==> src/rtl/fcd_pkg.sv <==
package fcd_pkg;

    typedef enum logic [1:0] {
        RD_ARRAY  = 2'd0,
        RD_STATUS = 2'd1,
        RD_IDENT  = 2'd2,
        RD_QUERY  = 2'd3
    } rd_mode_e;

    typedef enum logic [2:0] {
        ST_IDLE        = 3'd0,
        ST_PROG_SETUP  = 3'd1,
        ST_ERASE_SETUP = 3'd2,
        ST_BUSY        = 3'd3,
        ST_SUSPENDED   = 3'd4
    } seq_state_e;

    localparam logic [7:0] CMD_READ_ARRAY  = 8'hFF;
    localparam logic [7:0] CMD_READ_STATUS = 8'h70;
    localparam logic [7:0] CMD_READ_IDENT  = 8'h90;
    localparam logic [7:0] CMD_READ_QUERY  = 8'h98;
    localparam logic [7:0] CMD_CLEAR_SR    = 8'h50;
    localparam logic [7:0] CMD_PROGRAM     = 8'h40;
    localparam logic [7:0] CMD_PROGRAM_ALT = 8'h10;
    localparam logic [7:0] CMD_ERASE       = 8'h20;
    localparam logic [7:0] CMD_CONFIRM     = 8'hD0;
    localparam logic [7:0] CMD_SUSPEND     = 8'hB0;

    localparam logic [7:0] ID_OFF_MFR  = 8'h00;
    localparam logic [7:0] ID_OFF_DEV  = 8'h01;
    localparam logic [7:0] ID_OFF_LOCK = 8'h02;

    typedef struct packed {
        logic ready;
        logic erase_susp;
        logic erase_err;
        logic prog_err;
        logic prog_susp;
    } status_t;

    typedef struct packed {
        logic     hit;
        rd_mode_e mode;
    } mode_sel_t;

    function automatic logic [7:0] status_byte(status_t s);
        return {s.ready, s.erase_susp, s.erase_err, s.prog_err,
                1'b0, s.prog_susp, 2'b00};
    endfunction

    function automatic mode_sel_t decode_read_cmd(logic [7:0] c);
        mode_sel_t r;
        r.hit  = 1'b1;
        r.mode = RD_ARRAY;
        unique case (c)
            CMD_READ_ARRAY:  r.mode = RD_ARRAY;
            CMD_READ_STATUS: r.mode = RD_STATUS;
            CMD_READ_IDENT:  r.mode = RD_IDENT;
            CMD_READ_QUERY:  r.mode = RD_QUERY;
            default:         r.hit  = 1'b0;
        endcase
        return r;
    endfunction

    function automatic logic is_program_setup(logic [7:0] c);
        return (c == CMD_PROGRAM) || (c == CMD_PROGRAM_ALT);
    endfunction

endpackage

==> src/rtl/fcd_bus_capture.sv <==
module fcd_bus_capture #(
    parameter int ADDR_W = 19,
    parameter int DATA_W = 16
) (
    input  logic              clk,
    input  logic              rst,
    input  logic              ce_n,
    input  logic              we_n,
    input  logic [ADDR_W-1:0] addr_i,
    input  logic [DATA_W-1:0] dq_i,
    output logic              wr_valid_o,
    output logic [ADDR_W-1:0] wr_addr_o,
    output logic [DATA_W-1:0] wr_data_o
);

    logic              strobe;
    logic              strobe_q;
    logic [ADDR_W-1:0] hold_addr_q;
    logic [DATA_W-1:0] hold_data_q;

    // A write is open only while both enables are low; the first one to
    // rise ends it.
    assign strobe = ~ce_n & ~we_n;

    always_ff @(posedge clk) begin
        if (rst) begin
            strobe_q    <= 1'b0;
            hold_addr_q <= '0;
            hold_data_q <= '0;
        end else begin
            strobe_q <= strobe;
            if (strobe) begin
                hold_addr_q <= addr_i;
                hold_data_q <= dq_i;
            end
        end
    end

    assign wr_valid_o = strobe_q & ~strobe;
    assign wr_addr_o  = hold_addr_q;
    assign wr_data_o  = hold_data_q;

    // one commit per closed strobe
    p_single_commit_r2: assert property (@(posedge clk) disable iff (rst)
        wr_valid_o |=> !wr_valid_o);

    // held values do not move after the strobe has closed
    p_hold_stable_r2: assert property (@(posedge clk) disable iff (rst)
        (!strobe && !strobe_q) |=> $stable(wr_data_o));

endmodule

==> src/rtl/fcd_cmd_fsm.sv <==
module fcd_cmd_fsm
    import fcd_pkg::*;
#(
    parameter int ADDR_W = 19,
    parameter int DATA_W = 16
) (
    input  logic              clk,
    input  logic              rst,
    input  logic              wr_valid_i,
    input  logic [ADDR_W-1:0] wr_addr_i,
    input  logic [DATA_W-1:0] wr_data_i,
    input  logic              eng_done_i,
    input  logic              eng_fail_i,
    output rd_mode_e          rd_mode_o,
    output logic [7:0]        status_o,
    output logic              eng_start_o,
    output logic              eng_erase_o,
    output logic [ADDR_W-1:0] eng_addr_o,
    output logic [DATA_W-1:0] eng_data_o,
    output logic              eng_suspend_o
);

    seq_state_e        state_q, state_d;
    rd_mode_e          mode_q, mode_d;
    status_t           sr_q, sr_d;
    logic              start_q, start_d;
    logic              erase_q, erase_d;
    logic [ADDR_W-1:0] eaddr_q, eaddr_d;
    logic [DATA_W-1:0] edata_q, edata_d;

    logic [7:0]        cmd;
    mode_sel_t         sel;

    assign cmd = wr_data_i[7:0];
    assign sel = decode_read_cmd(cmd);

    always_comb begin
        seq_state_e st;
        st      = state_q;
        state_d = state_q;
        mode_d  = mode_q;
        sr_d    = sr_q;
        start_d = 1'b0;
        erase_d = erase_q;
        eaddr_d = eaddr_q;
        edata_d = edata_q;

        // Completion first, so a write in the same cycle sees an idle block.
        if (state_q == ST_BUSY && eng_done_i) begin
            sr_d.ready = 1'b1;
            if (eng_fail_i) begin
                if (erase_q) sr_d.erase_err = 1'b1;
                else         sr_d.prog_err  = 1'b1;
            end
            st      = ST_IDLE;
            state_d = ST_IDLE;
        end

        if (wr_valid_i) begin
            unique case (st)
                ST_IDLE: begin
                    if (sel.hit) begin
                        mode_d = sel.mode;
                    end else if (cmd == CMD_CLEAR_SR) begin
                        sr_d.erase_err = 1'b0;
                        sr_d.prog_err  = 1'b0;
                    end else if (is_program_setup(cmd)) begin
                        state_d = ST_PROG_SETUP;
                        mode_d  = RD_STATUS;
                    end else if (cmd == CMD_ERASE) begin
                        state_d = ST_ERASE_SETUP;
                        mode_d  = RD_STATUS;
                    end else if (cmd == CMD_SUSPEND) begin
                        mode_d = mode_q;
                    end else begin
                        sr_d.erase_err = 1'b1;
                        sr_d.prog_err  = 1'b1;
                    end
                end
                ST_PROG_SETUP: begin
                    start_d    = 1'b1;
                    erase_d    = 1'b0;
                    eaddr_d    = wr_addr_i;
                    edata_d    = wr_data_i;
                    sr_d.ready = 1'b0;
                    state_d    = ST_BUSY;
                    mode_d     = RD_STATUS;
                end
                ST_ERASE_SETUP: begin
                    mode_d = RD_STATUS;
                    if (cmd == CMD_CONFIRM) begin
                        start_d    = 1'b1;
                        erase_d    = 1'b1;
                        eaddr_d    = wr_addr_i;
                        edata_d    = '0;
                        sr_d.ready = 1'b0;
                        state_d    = ST_BUSY;
                    end else begin
                        sr_d.erase_err = 1'b1;
                        sr_d.prog_err  = 1'b1;
                        state_d        = ST_IDLE;
                    end
                end
                ST_BUSY: begin
                    if (cmd == CMD_SUSPEND) begin
                        state_d    = ST_SUSPENDED;
                        sr_d.ready = 1'b1;
                        if (erase_q) sr_d.erase_susp = 1'b1;
                        else         sr_d.prog_susp  = 1'b1;
                    end else if (cmd == CMD_READ_STATUS) begin
                        mode_d = RD_STATUS;
                    end
                end
                ST_SUSPENDED: begin
                    if (sel.hit) begin
                        mode_d = sel.mode;
                    end else if (cmd == CMD_CLEAR_SR) begin
                        sr_d.erase_err = 1'b0;
                        sr_d.prog_err  = 1'b0;
                    end else if (cmd == CMD_CONFIRM) begin
                        state_d         = ST_BUSY;
                        sr_d.ready      = 1'b0;
                        sr_d.erase_susp = 1'b0;
                        sr_d.prog_susp  = 1'b0;
                        mode_d          = RD_STATUS;
                    end else if (is_program_setup(cmd) || cmd == CMD_ERASE ||
                                 cmd == CMD_SUSPEND) begin
                        mode_d = mode_q;
                    end else begin
                        sr_d.erase_err = 1'b1;
                        sr_d.prog_err  = 1'b1;
                    end
                end
                default: state_d = ST_IDLE;
            endcase
        end
    end

    always_ff @(posedge clk) begin
        if (rst) begin
            state_q <= ST_IDLE;
            mode_q  <= RD_ARRAY;
            sr_q    <= '{ready: 1'b1, default: 1'b0};
            start_q <= 1'b0;
            erase_q <= 1'b0;
            eaddr_q <= '0;
            edata_q <= '0;
        end else begin
            state_q <= state_d;
            mode_q  <= mode_d;
            sr_q    <= sr_d;
            start_q <= start_d;
            erase_q <= erase_d;
            eaddr_q <= eaddr_d;
            edata_q <= edata_d;
        end
    end

    assign rd_mode_o     = mode_q;
    assign status_o      = status_byte(sr_q);
    assign eng_start_o   = start_q;
    assign eng_erase_o   = erase_q;
    assign eng_addr_o    = eaddr_q;
    assign eng_data_o    = edata_q;
    assign eng_suspend_o = (state_q == ST_SUSPENDED);

    // start is a single-cycle pulse
    p_start_pulse_r6: assert property (@(posedge clk) disable iff (rst)
        eng_start_o |=> !eng_start_o);

    // a started operation is busy and reads status
    p_start_busy_r6: assert property (@(posedge clk) disable iff (rst)
        eng_start_o |-> (!sr_q.ready && mode_q == RD_STATUS));

    // busy always reads status
    p_busy_status_r8: assert property (@(posedge clk) disable iff (rst)
        (state_q == ST_BUSY) |-> (mode_q == RD_STATUS && !sr_q.ready));

    // suspended operation reports ready with one suspend flag
    p_suspend_flags_r9: assert property (@(posedge clk) disable iff (rst)
        eng_suspend_o |-> (sr_q.ready && $countones({sr_q.erase_susp, sr_q.prog_susp}) == 1));

    // erase error persists until cleared
    p_err_sticky_r12: assert property (@(posedge clk) disable iff (rst)
        (sr_q.erase_err && !(wr_valid_i && cmd == CMD_CLEAR_SR)) |=> sr_q.erase_err);

endmodule

==> src/rtl/fcd_read_mux.sv <==
module fcd_read_mux
    import fcd_pkg::*;
#(
    parameter int          DATA_W   = 16,
    parameter logic [15:0] MFR_CODE = 16'h0031,
    parameter logic [15:0] DEV_CODE = 16'h88C4
) (
    input  logic              ce_n,
    input  logic              oe_n,
    input  rd_mode_e          mode_i,
    input  logic [7:0]        id_off_i,
    input  logic [7:0]        status_i,
    input  logic [DATA_W-1:0] array_rdata_i,
    input  logic [DATA_W-1:0] query_rdata_i,
    input  logic              blk_locked_i,
    output logic [DATA_W-1:0] dq_o,
    output logic              dq_oe_o
);

    localparam int PAD_W = DATA_W - 8;

    logic [DATA_W-1:0] ident_word;
    logic [DATA_W-1:0] rd_word;

    always_comb begin
        unique case (id_off_i)
            ID_OFF_MFR:  ident_word = DATA_W'(MFR_CODE);
            ID_OFF_DEV:  ident_word = DATA_W'(DEV_CODE);
            ID_OFF_LOCK: ident_word = {{(DATA_W-1){1'b0}}, blk_locked_i};
            default:     ident_word = '0;
        endcase
    end

    always_comb begin
        unique case (mode_i)
            RD_ARRAY:  rd_word = array_rdata_i;
            RD_STATUS: rd_word = {{PAD_W{1'b0}}, status_i};
            RD_IDENT:  rd_word = ident_word;
            RD_QUERY:  rd_word = query_rdata_i;
            default:   rd_word = '0;
        endcase
    end

    assign dq_oe_o = ~ce_n & ~oe_n;
    assign dq_o    = dq_oe_o ? rd_word : '0;

endmodule

==> src/rtl/flash_cmd_decoder.sv <==
module flash_cmd_decoder
    import fcd_pkg::*;
#(
    parameter int          ADDR_W   = 19,
    parameter int          DATA_W   = 16,
    parameter logic [15:0] MFR_CODE = 16'h0031,
    parameter logic [15:0] DEV_CODE = 16'h88C4
) (
    input  logic              clk,
    input  logic              rst,
    input  logic              ce_n,
    input  logic              we_n,
    input  logic              oe_n,
    input  logic [ADDR_W-1:0] addr_i,
    input  logic [DATA_W-1:0] dq_i,
    output logic [DATA_W-1:0] dq_o,
    output logic              dq_oe_o,
    input  logic [DATA_W-1:0] array_rdata_i,
    input  logic [DATA_W-1:0] query_rdata_i,
    input  logic              blk_locked_i,
    output logic              eng_start_o,
    output logic              eng_erase_o,
    output logic [ADDR_W-1:0] eng_addr_o,
    output logic [DATA_W-1:0] eng_data_o,
    output logic              eng_suspend_o,
    input  logic              eng_done_i,
    input  logic              eng_fail_i
);

    logic              wr_valid;
    logic [ADDR_W-1:0] wr_addr;
    logic [DATA_W-1:0] wr_data;
    rd_mode_e          rd_mode;
    logic [7:0]        status;

    fcd_bus_capture #(.ADDR_W(ADDR_W), .DATA_W(DATA_W)) u_capture (
        .clk        (clk),
        .rst        (rst),
        .ce_n       (ce_n),
        .we_n       (we_n),
        .addr_i     (addr_i),
        .dq_i       (dq_i),
        .wr_valid_o (wr_valid),
        .wr_addr_o  (wr_addr),
        .wr_data_o  (wr_data)
    );

    fcd_cmd_fsm #(.ADDR_W(ADDR_W), .DATA_W(DATA_W)) u_fsm (
        .clk           (clk),
        .rst           (rst),
        .wr_valid_i    (wr_valid),
        .wr_addr_i     (wr_addr),
        .wr_data_i     (wr_data),
        .eng_done_i    (eng_done_i),
        .eng_fail_i    (eng_fail_i),
        .rd_mode_o     (rd_mode),
        .status_o      (status),
        .eng_start_o   (eng_start_o),
        .eng_erase_o   (eng_erase_o),
        .eng_addr_o    (eng_addr_o),
        .eng_data_o    (eng_data_o),
        .eng_suspend_o (eng_suspend_o)
    );

    fcd_read_mux #(.DATA_W(DATA_W), .MFR_CODE(MFR_CODE), .DEV_CODE(DEV_CODE)) u_mux (
        .ce_n          (ce_n),
        .oe_n          (oe_n),
        .mode_i        (rd_mode),
        .id_off_i      (addr_i[7:0]),
        .status_i      (status),
        .array_rdata_i (array_rdata_i),
        .query_rdata_i (query_rdata_i),
        .blk_locked_i  (blk_locked_i),
        .dq_o          (dq_o),
        .dq_oe_o       (dq_oe_o)
    );

    // undriven bus carries no data
    p_quiet_bus_r3: assert property (@(posedge clk) disable iff (rst)
        (oe_n || ce_n) |-> (!dq_oe_o && dq_o == '0));

    // the engine is never started while held in suspend
    p_no_start_in_suspend_r9: assert property (@(posedge clk) disable iff (rst)
        eng_suspend_o |-> !eng_start_o);

endmodule

==> config.mk <==
export PLATFORM = sky130hd
export DESIGN_NAME = flash_cmd_decoder
export DESIGN_NICKNAME = d
export VERILOG_FILES = /design/src/rtl/fcd_pkg.sv /design/src/rtl/fcd_bus_capture.sv /design/src/rtl/fcd_cmd_fsm.sv /design/src/rtl/fcd_read_mux.sv /design/src/rtl/flash_cmd_decoder.sv
export SDC_FILE = /design/constraint.sdc
export NUM_CORES = 1
export LEC_CHECK = 0
export ABC_AREA = 1
export BUFFER_PORTS_ARGS = -buffer_cell sky130_fd_sc_hd__buf_2
export CAP_MARGIN = 40
export CORE_ASPECT_RATIO = 0.6
export CORE_MARGIN = 2
export CORE_UTILIZATION = 48
export CTS_BUF_LIST = sky130_fd_sc_hd__clkbuf_2
export DETAILED_ROUTE_END_ITERATION = 12
export PLACE_DENSITY = 0.88
export SYNTH_ARGS = -nofsm -noshare
export SYNTH_HDL_FRONTEND = slang
export SYNTH_HIERARCHICAL = 1
export SYNTH_SLANG_ARGS = --single-unit
==> constraint.sdc <==
create_clock -name clk -period 1.5 [get_ports clk]
set_input_delay 0.3 -clock clk [delete_from_list [all_inputs] [get_ports clk]]
set_output_delay 0.3 -clock clk [all_outputs]
set_load 0.01 [all_outputs]
==> flow_metrics.env, run 1 <==
export IMPL_fin_area_um2=6530
export IMPL_grt_max_degree=27
export IMPL_drt_antenna_violating_nets=0
export IMPL_avgSynthCellArea_um2=6.43
export IMPL_rrSetupSlack_ps=-210
export IMPL_synth_top_area_cell="dfxtp_1"
export IMPL_nNetsFinal=920
export IMPL_hold_violations=0
export IMPL_synth_most_common_cell="nand2_1"
export IMPL_rows=26
export IMPL_grt_pass1_vias=4343
export IMPL_grt_setup_unrepaired="yes"
export IMPL_cts_tree="built"
export IMPL_synth_edf_count=0
export IMPL_cts_root_buf="clkbuf_2"
export IMPL_worstHoldPathCells=5
export IMPL_clkLatencyLatePin_ps=560
export IMPL_cts_sinks=83
export IMPL_ys_ff_latch=83
export IMPL_whs_endpoint="u_capture/wr_data_o[11]"
export IMPL_finalPower_mw=4.50
export IMPL_antenna_found_initial=0
export IMPL_r2r_start="u_fsm/state_q[0]"
export IMPL_synth_top_area_share_pct=40.4
export IMPL_synthArstFlopShare_pct=0
export IMPL_worst_ep_arrival_time_ps=1770
export IMPL_max_clock_path_buffers=2
export IMPL_cap_violations=0
export IMPL_setup_ws_ps=-569
export IMPL_placed_cell_area_um2=5180
export IMPL_hp_class="input port to flip-flop"
export IMPL_max_freq_mhz=483
export IMPL_start_util_pct=48.9
export IMPL_power_density_nw_per_um2=688
export IMPL_nFillCells=589
export IMPL_routedWlPerCell_um=15.8
export IMPL_fin_tns_setup_ps=-14800
export IMPL_yosys_warnings=6
export IMPL_clk_pin_slew_ps=210
export IMPL_crit_reg2reg_capture="u_fsm/eng_addr_o[5]"
export IMPL_vdd_drop_max_v=0.000531
export IMPL_start_kind="flip-flop"
export IMPL_firstDrtPassIters=5
export IMPL_drc=0
export IMPL_fp_dieArea_um2=9360
export IMPL_drtIter0Drc=515
export IMPL_setup_viol=62
export IMPL_track_usage_pct=28.8
export IMPL_drive_above_1_share_pct=48.3
export IMPL_synth_common_cells="168 x nand2_1, 167 x nor2_1, 83 x dfxtp_1, 71 x inv_1, 22 x o21ai_0"
export IMPL_ys_types=34
export IMPL_fin_crit_ps=2070
export IMPL_gp_congestion=0.962
export IMPL_slew_viol_final=0
export IMPL_synth_area_um2=4120
export IMPL_p_leak_nw=3.26
export IMPL_core_area_um2=8430
export IMPL_critPathMaxFanout=4
export IMPL_finalCritPeriodShare_pct=138
export IMPL_gr_total_overflow=0
export IMPL_portBuffers=129
export IMPL_vias_per_cell=5.30
export IMPL_worstSetupPathType="flip-flop to output pin"
export IMPL_status="finished with violations"
export IMPL_rr_worst_depth=10
export IMPL_io_pins=130
export IMPL_die_x_um=124
export IMPL_ys_flop_type="dfxtp_1"
export IMPL_synth_area_leaders="dfxtp_1 40%, nand2_1 15%, nor2_1 15%, inv_1 6.5%, o21ai_0 2.7%"
export IMPL_synthCells=640
export IMPL_yosysSeqAreaShare_pct=40.4
export IMPL_numCtsBuffers=9
export IMPL_ctsHtreeMaxLevel=3
export IMPL_layout_area_overhead_vs_synth_pct=58.6
export IMPL_grt_pass1_wl_mm=20.6
export IMPL_cp_end_kind="output pin"
export IMPL_min_from="dq_i[11]"
export IMPL_die_height_um=75.7
export IMPL_worst_ep_required_time_ps=1200
export IMPL_dpl_hpwl_mm=8.11
export IMPL_vias=5098
export IMPL_dp_worst_setup_slack_ps=-45.5
export IMPL_routed_wl_mm=15.2
export IMPL_failed_checks="setup timing"
export IMPL_skew_ps=35.1
-- routing by layer --
metal | global-route usage, % | vias to the layer above | part of all wire, %
li1 | - | 2377 | -
met1 | 37.5 | 2350 | 41
met2 | 48.4 | 298 | 47
met3 | 6.89 | 73 | 8.4
met4 | 8.33 | 0 | 3.6
met5 | 0 | - | 0
-- repair_timing --
action	in CTS	in global routing
endpoints found under the hold margin	9	0
pin swaps	38	53
setup endpoints to repair	57	65
hold buffers	10	0
gates cloned	8	0
buffers inserted	20	13
gates resized for setup	109	150
-- worst max path at each step --
stage,startpoint,endpoint,depth (start not counted)
global placement,addr_i[3],dq_o[7],7
finish,u_fsm/rd_mode_o[0],dq_o[7],6
global route,u_fsm/rd_mode_o[0],dq_o[7],6
CTS,u_fsm/rd_mode_o[1],dq_o[3],8
floorplan,we_n,u_fsm/eng_data_o[11],9
detailed placement,u_fsm/state_q[1],u_fsm/eng_data_o[3],8
-- through the flow --
stage,utilization (%),std cells,hold slack (ps)
final,77.5,962,25.1
after global routing,77.5,961,5.18
after CTS,72.7,957,1.28
after detailed placement,61.5,905,458
after global placement,61.5,905,455
after floorplan,-,642,371
-- where the power goes --
group	internal [mW]	switching, mW
clock	0.548	0.785
combinational	0.363	0.459
sequential	2.28	0.0648
-- registers in the layout, indices dropped and copies added, names as in the netlist --
signal,count
u_capture/wr_addr_o,19
u_fsm/eng_addr_o,19
u_capture/wr_data_o,16
u_fsm/eng_data_o,16
u_fsm/status_o,5
u_fsm/state_q,3
u_fsm/rd_mode_o,2
u_capture/strobe_q,1
u_fsm/eng_erase_o,1
u_fsm/eng_start_o,1
-- cell usage in the layout, fill, tap and decap left out, drive strengths merged --
cell and n:
a211oi 1, bufinv 2, o31ai 1, clkinv 4
dfxtp 83, clkinvlp 1, nor3 3, a21oi 17
nand2 173, o22ai 1, a22oi 15, o21ai 35
inv 80, or2 1, nand3 17, diode 1
clkbuf 10, a31oi 5, conb 3, dlygate4sd3 10
buf 207, nor2 175, o211ai 1, nand4 4
-- cell families after synthesis --
group           Yosys count  synth area share (%)
compound gates           76                  11.3
flops                    83                  40.4
simple gates            373                  36.4
buf+inv                 107                  11.8
other cells               1                0.0911
-- cell type report --
cell class / count / area (µm²) / share of cell area, %
Multi-Input combinational cell: 452 / 2620 / 40.0
Sequential cell: 83 / 1690 / 25.9
Timing Repair inverter: 1 / 7.51 / 0.115
Tap cell: 112 / 140 / 2.15
Antenna cell: 1 / 2.50 / 0.0383
Timing Repair Buffer: 217 / 1600 / 24.5
Clock inverter: 5 / 77.6 / 1.19
Clock buffer: 10 / 50.0 / 0.766
Inverter: 81 / 344 / 5.27
-- worst max-delay path: stages, from the launching register on --
cell and delay [ps]:
dfxtp_4 420, inv_6 80, nand2_4 80, buf_12 140, o21ai_0 250, a21oi_1 100
buf_2 150
Note: power is estimated with default switching activity, not from simulation.
==> run 2, diff against run 1 <==
--- a/config.mk
+++ b/config.mk
@@ -10,11 +10,10 @@
 export CAP_MARGIN = 40
 export CORE_ASPECT_RATIO = 0.6
 export CORE_MARGIN = 2
-export CORE_UTILIZATION = 48
+export CORE_UTILIZATION = 47
 export CTS_BUF_LIST = sky130_fd_sc_hd__clkbuf_2
 export DETAILED_ROUTE_END_ITERATION = 12
-export PLACE_DENSITY = 0.88
+export PLACE_DENSITY = 0.87
 export SYNTH_ARGS = -nofsm -noshare
 export SYNTH_HDL_FRONTEND = slang
-export SYNTH_HIERARCHICAL = 1
 export SYNTH_SLANG_ARGS = --single-unit
==> run 2 against run 1 <==
The run ends with hold timing, setup timing left. Area after synthesis is 7.0% lower. Clock skew increased by 31 ps. Via count up 7.9%. Wire length rose by 26%. Largest power group unchanged. Critical path depth down 1. Die area fell by 4.8%. Utilization up 8.2 points. Clock power increased by 11%. Worst hold slack lost 33 ps. Combinational power up 15%. Cell area up 3.5%. Total power grew 6.0%.
==> flow_metrics.env, run 2 <==
export IMPL_dpl_hpwl_mm=8.69
export IMPL_portBuffers=129
export IMPL_max_clock_path_buffers=2
export IMPL_hold_slack_ps=-8.25
export IMPL_grt_pass1_vias=4756
export IMPL_gr_total_overflow=0
export IMPL_layout_common_cells="125 x buf_2, 100 x nor2_1, 66 x nand2_1, 64 x dfxtp_1, 59 x buf_4"
export IMPL_synthCells=554
export IMPL_relSlewSlack_pct=71.9
export IMPL_ys_flop_type="dfxtp_1"
export IMPL_start_util_pct=48.6
export IMPL_drc=0
export IMPL_synth_fp_nets=629
export IMPL_grt_max_degree=48
export IMPL_cap_violations=0
export IMPL_synth_most_common_cell="nor2_1"
export IMPL_cp_end_kind="output pin"
export IMPL_setup_ws_ps=-772
export IMPL_routed_wl_mm=19.2
export IMPL_max_freq_mhz=440
export IMPL_path_buf_inv=2
export IMPL_rrSetupSlack_ps=-430
export IMPL_layout_area_overhead_vs_synth_pct=76.5
export IMPL_worst_ep_arrival_time_ps=1970
export IMPL_die_height_um=73.9
export IMPL_drive_above_1_share_pct=54.3
export IMPL_fp_dieArea_um2=8910
export IMPL_slowest_stage="dfxtp_4"
export IMPL_slew_viol_final=0
export IMPL_fin_tns_setup_ps=-22030
export IMPL_yosys_warnings=0
export IMPL_synth_top_area_cell="dfxtp_1"
export IMPL_antenna_found_initial=2
export IMPL_ys_ff_latch=83
export IMPL_nNetsFinal=867
export IMPL_grt_pass1_wl_mm=23.8
export IMPL_tightest_slew_ps=418
export IMPL_crit_family="flip-flops"
export IMPL_synth_area_um2=3830
export IMPL_cts_tree="built"
export IMPL_ys_types=31
export IMPL_synth_edf_count=0
export IMPL_fin_util_pct=85.8
export IMPL_hp_class="input port to flip-flop"
export IMPL_yosysSeqAreaShare_pct=43.4
export IMPL_core_area_um2=7880
export IMPL_drtIter0Drc=889
export IMPL_nFillCells=382
export IMPL_final_common_cell="buf_2"
export IMPL_routedWlPerCell_um=21.2
export IMPL_firstDrtPassIters=9
export IMPL_hold_violations=1
export IMPL_failed_checks="hold timing, setup timing"
export IMPL_fin_crit_ps=2270
export IMPL_cts_root_buf="clkbuf_2"
export IMPL_die_x_um=121
export IMPL_slowest_delay_ps=460
export IMPL_numCtsBuffers=9
export IMPL_setup_viol=64
export IMPL_grt_setup_unrepaired="yes"
export IMPL_synth_common_cells="123 x nor2_1, 107 x nand2_1, 83 x dfxtp_1, 65 x o21ai_0, 43 x a21oi_1"
export IMPL_vias_per_cell=6.07
export IMPL_clk_pin_slew_ps=260
export IMPL_start_kind="flip-flop"
export IMPL_worstSetupPathType="flip-flop to output pin"
export IMPL_clkLatencyLatePin_ps=640
export IMPL_critPathMaxFanout=5
export IMPL_cts_sinks=83
export IMPL_synth_top_area_share_pct=43.4
export IMPL_worst_ep_required_time_ps=1200
export IMPL_skew_ps=66.0
export IMPL_track_usage_pct=34.3
export IMPL_vdd_drop_max_v=0.000560
export IMPL_avgSynthCellArea_um2=6.92
export IMPL_io_pins=130
export IMPL_drt_antenna_violating_nets=0
export IMPL_ctsHtreeMaxLevel=3
export IMPL_finalCritPeriodShare_pct=151
export IMPL_path_cells="inv_2 -> nor2_4 -> a221oi_2 -> a21oi_2 -> buf_2"
export IMPL_synth_area_leaders="dfxtp_1 43%, nor2_1 12%, nand2_1 10%, o21ai_0 8.5%, a21oi_1 5.6%"
export IMPL_rows=25
export IMPL_p_leak_nw=3.22
export IMPL_power_density_nw_per_um2=705
export IMPL_vias=5502
export IMPL_gp_congestion=0.934
export IMPL_synthArstFlopShare_pct=0
export IMPL_status="finished with violations"
[run 2: cell count changes after synthesis, moves of 6 or more]
cell and delta:
o21ai_0 +43, buf_4 -7, nand2_1 -61, nand2_2 +6
buf_2 -6, a22oi_1 -10, a21oi_1 +26, clkbuf_1 +15
a21oi_2 +9, o21ai_1 -10, nor2_1 -44, inv_1 -40
[run 2: logic make-up (layout without fill, tap and decap cells)]
| group | Yosys count | count (layout) | share of synthesized area (%) |
|---|---|---|---|
| AO/OA/AOI/OAI | 130 | 130 | 19.2 |
| buffers and inverters | 66 | 309 | 6.73 |
| flip-flops | 83 | 83 | 43.4 |
| other | 0 | 2 | 0 |
| AND/OR/NAND/NOR | 275 | 275 | 30.7 |
[run 2: cell type report]
class | count | area (µm²) | area share [%]
multi-input combinational | 405 | 2610 | 38.5
timing repair buffer | 250 | 1980 | 29.3
sequential | 83 | 1700 | 25.1
inverter | 43 | 191 | 2.83
tap | 108 | 135 | 2.00
clock inverter | 7 | 98.8 | 1.46
clock buffer | 9 | 45.0 | 0.666
antenna | 2 | 5.00 | 0.0740
[run 2: path summary, 6_finish.rpt]
| kind | cells past startpoint | endpoint | start |
|---|---|---|---|
| setup / recovery | 5 | dq_o[5] | u_fsm.rd_mode_o[0] |
| hold / removal | 3 | u_capture.wr_data_o[4] | dq_i[4] |
| setup reg to reg | 9 | u_fsm.eng_data_o[7] | u_capture.wr_data_o[6] |
| hold reg to reg | 2 | u_fsm.eng_data_o[13] | u_capture.wr_data_o[13] |
[run 2: report_power, final]
| group | switching, mW | internal (mW) |
|---|---|---|
| clock | 0.914 | 0.564 |
| sequential | 0.0644 | 2.28 |
| combinational | 0.535 | 0.413 |
| total | 1.51 | 3.25 |
[run 2: what timing repair did]
action | CTS | global route
hold endpoints to repair | 25 | 2
hold buffers | 25 | 2
cloned | 7 | 2
setup endpoints to repair | 63 | 67
setup buffers | 24 | 12
pin swaps | 34 | 47
gates resized for setup | 165 | 114
[run 2: routing by layer]
metal / GRT usage [%] / part of all wire (%) / vias up
met5: 0 / 0 / -
met4: 14.2 / 7.6 / 0
met3: 6.98 / 12 / 184
met2: 60.1 / 46 / 509
met1: 42.3 / 34 / 2527
li1: - / - / 2282
[run 2: metrics by stage]
stage	instances	instance area (µm²)	worst slack, ps	power [mW]
floorplan	554	3840	-19.4	2.65
global placement	823	5010	-46.8	2.90
detailed placement	823	5010	-148	2.93
CTS	893	6250	-519	4.47
global route	906	6760	-724	4.87
finish	907	6760	-772	4.77
[run 2: worst register-to-register path, delay by kind of cell, from the launching register on]
family,cells,cell delay [ps]
DFF,1,440
AOI/OAI and AO/OA,3,600
and+or+nand+nor,4,370
buffers and inverters,2,410
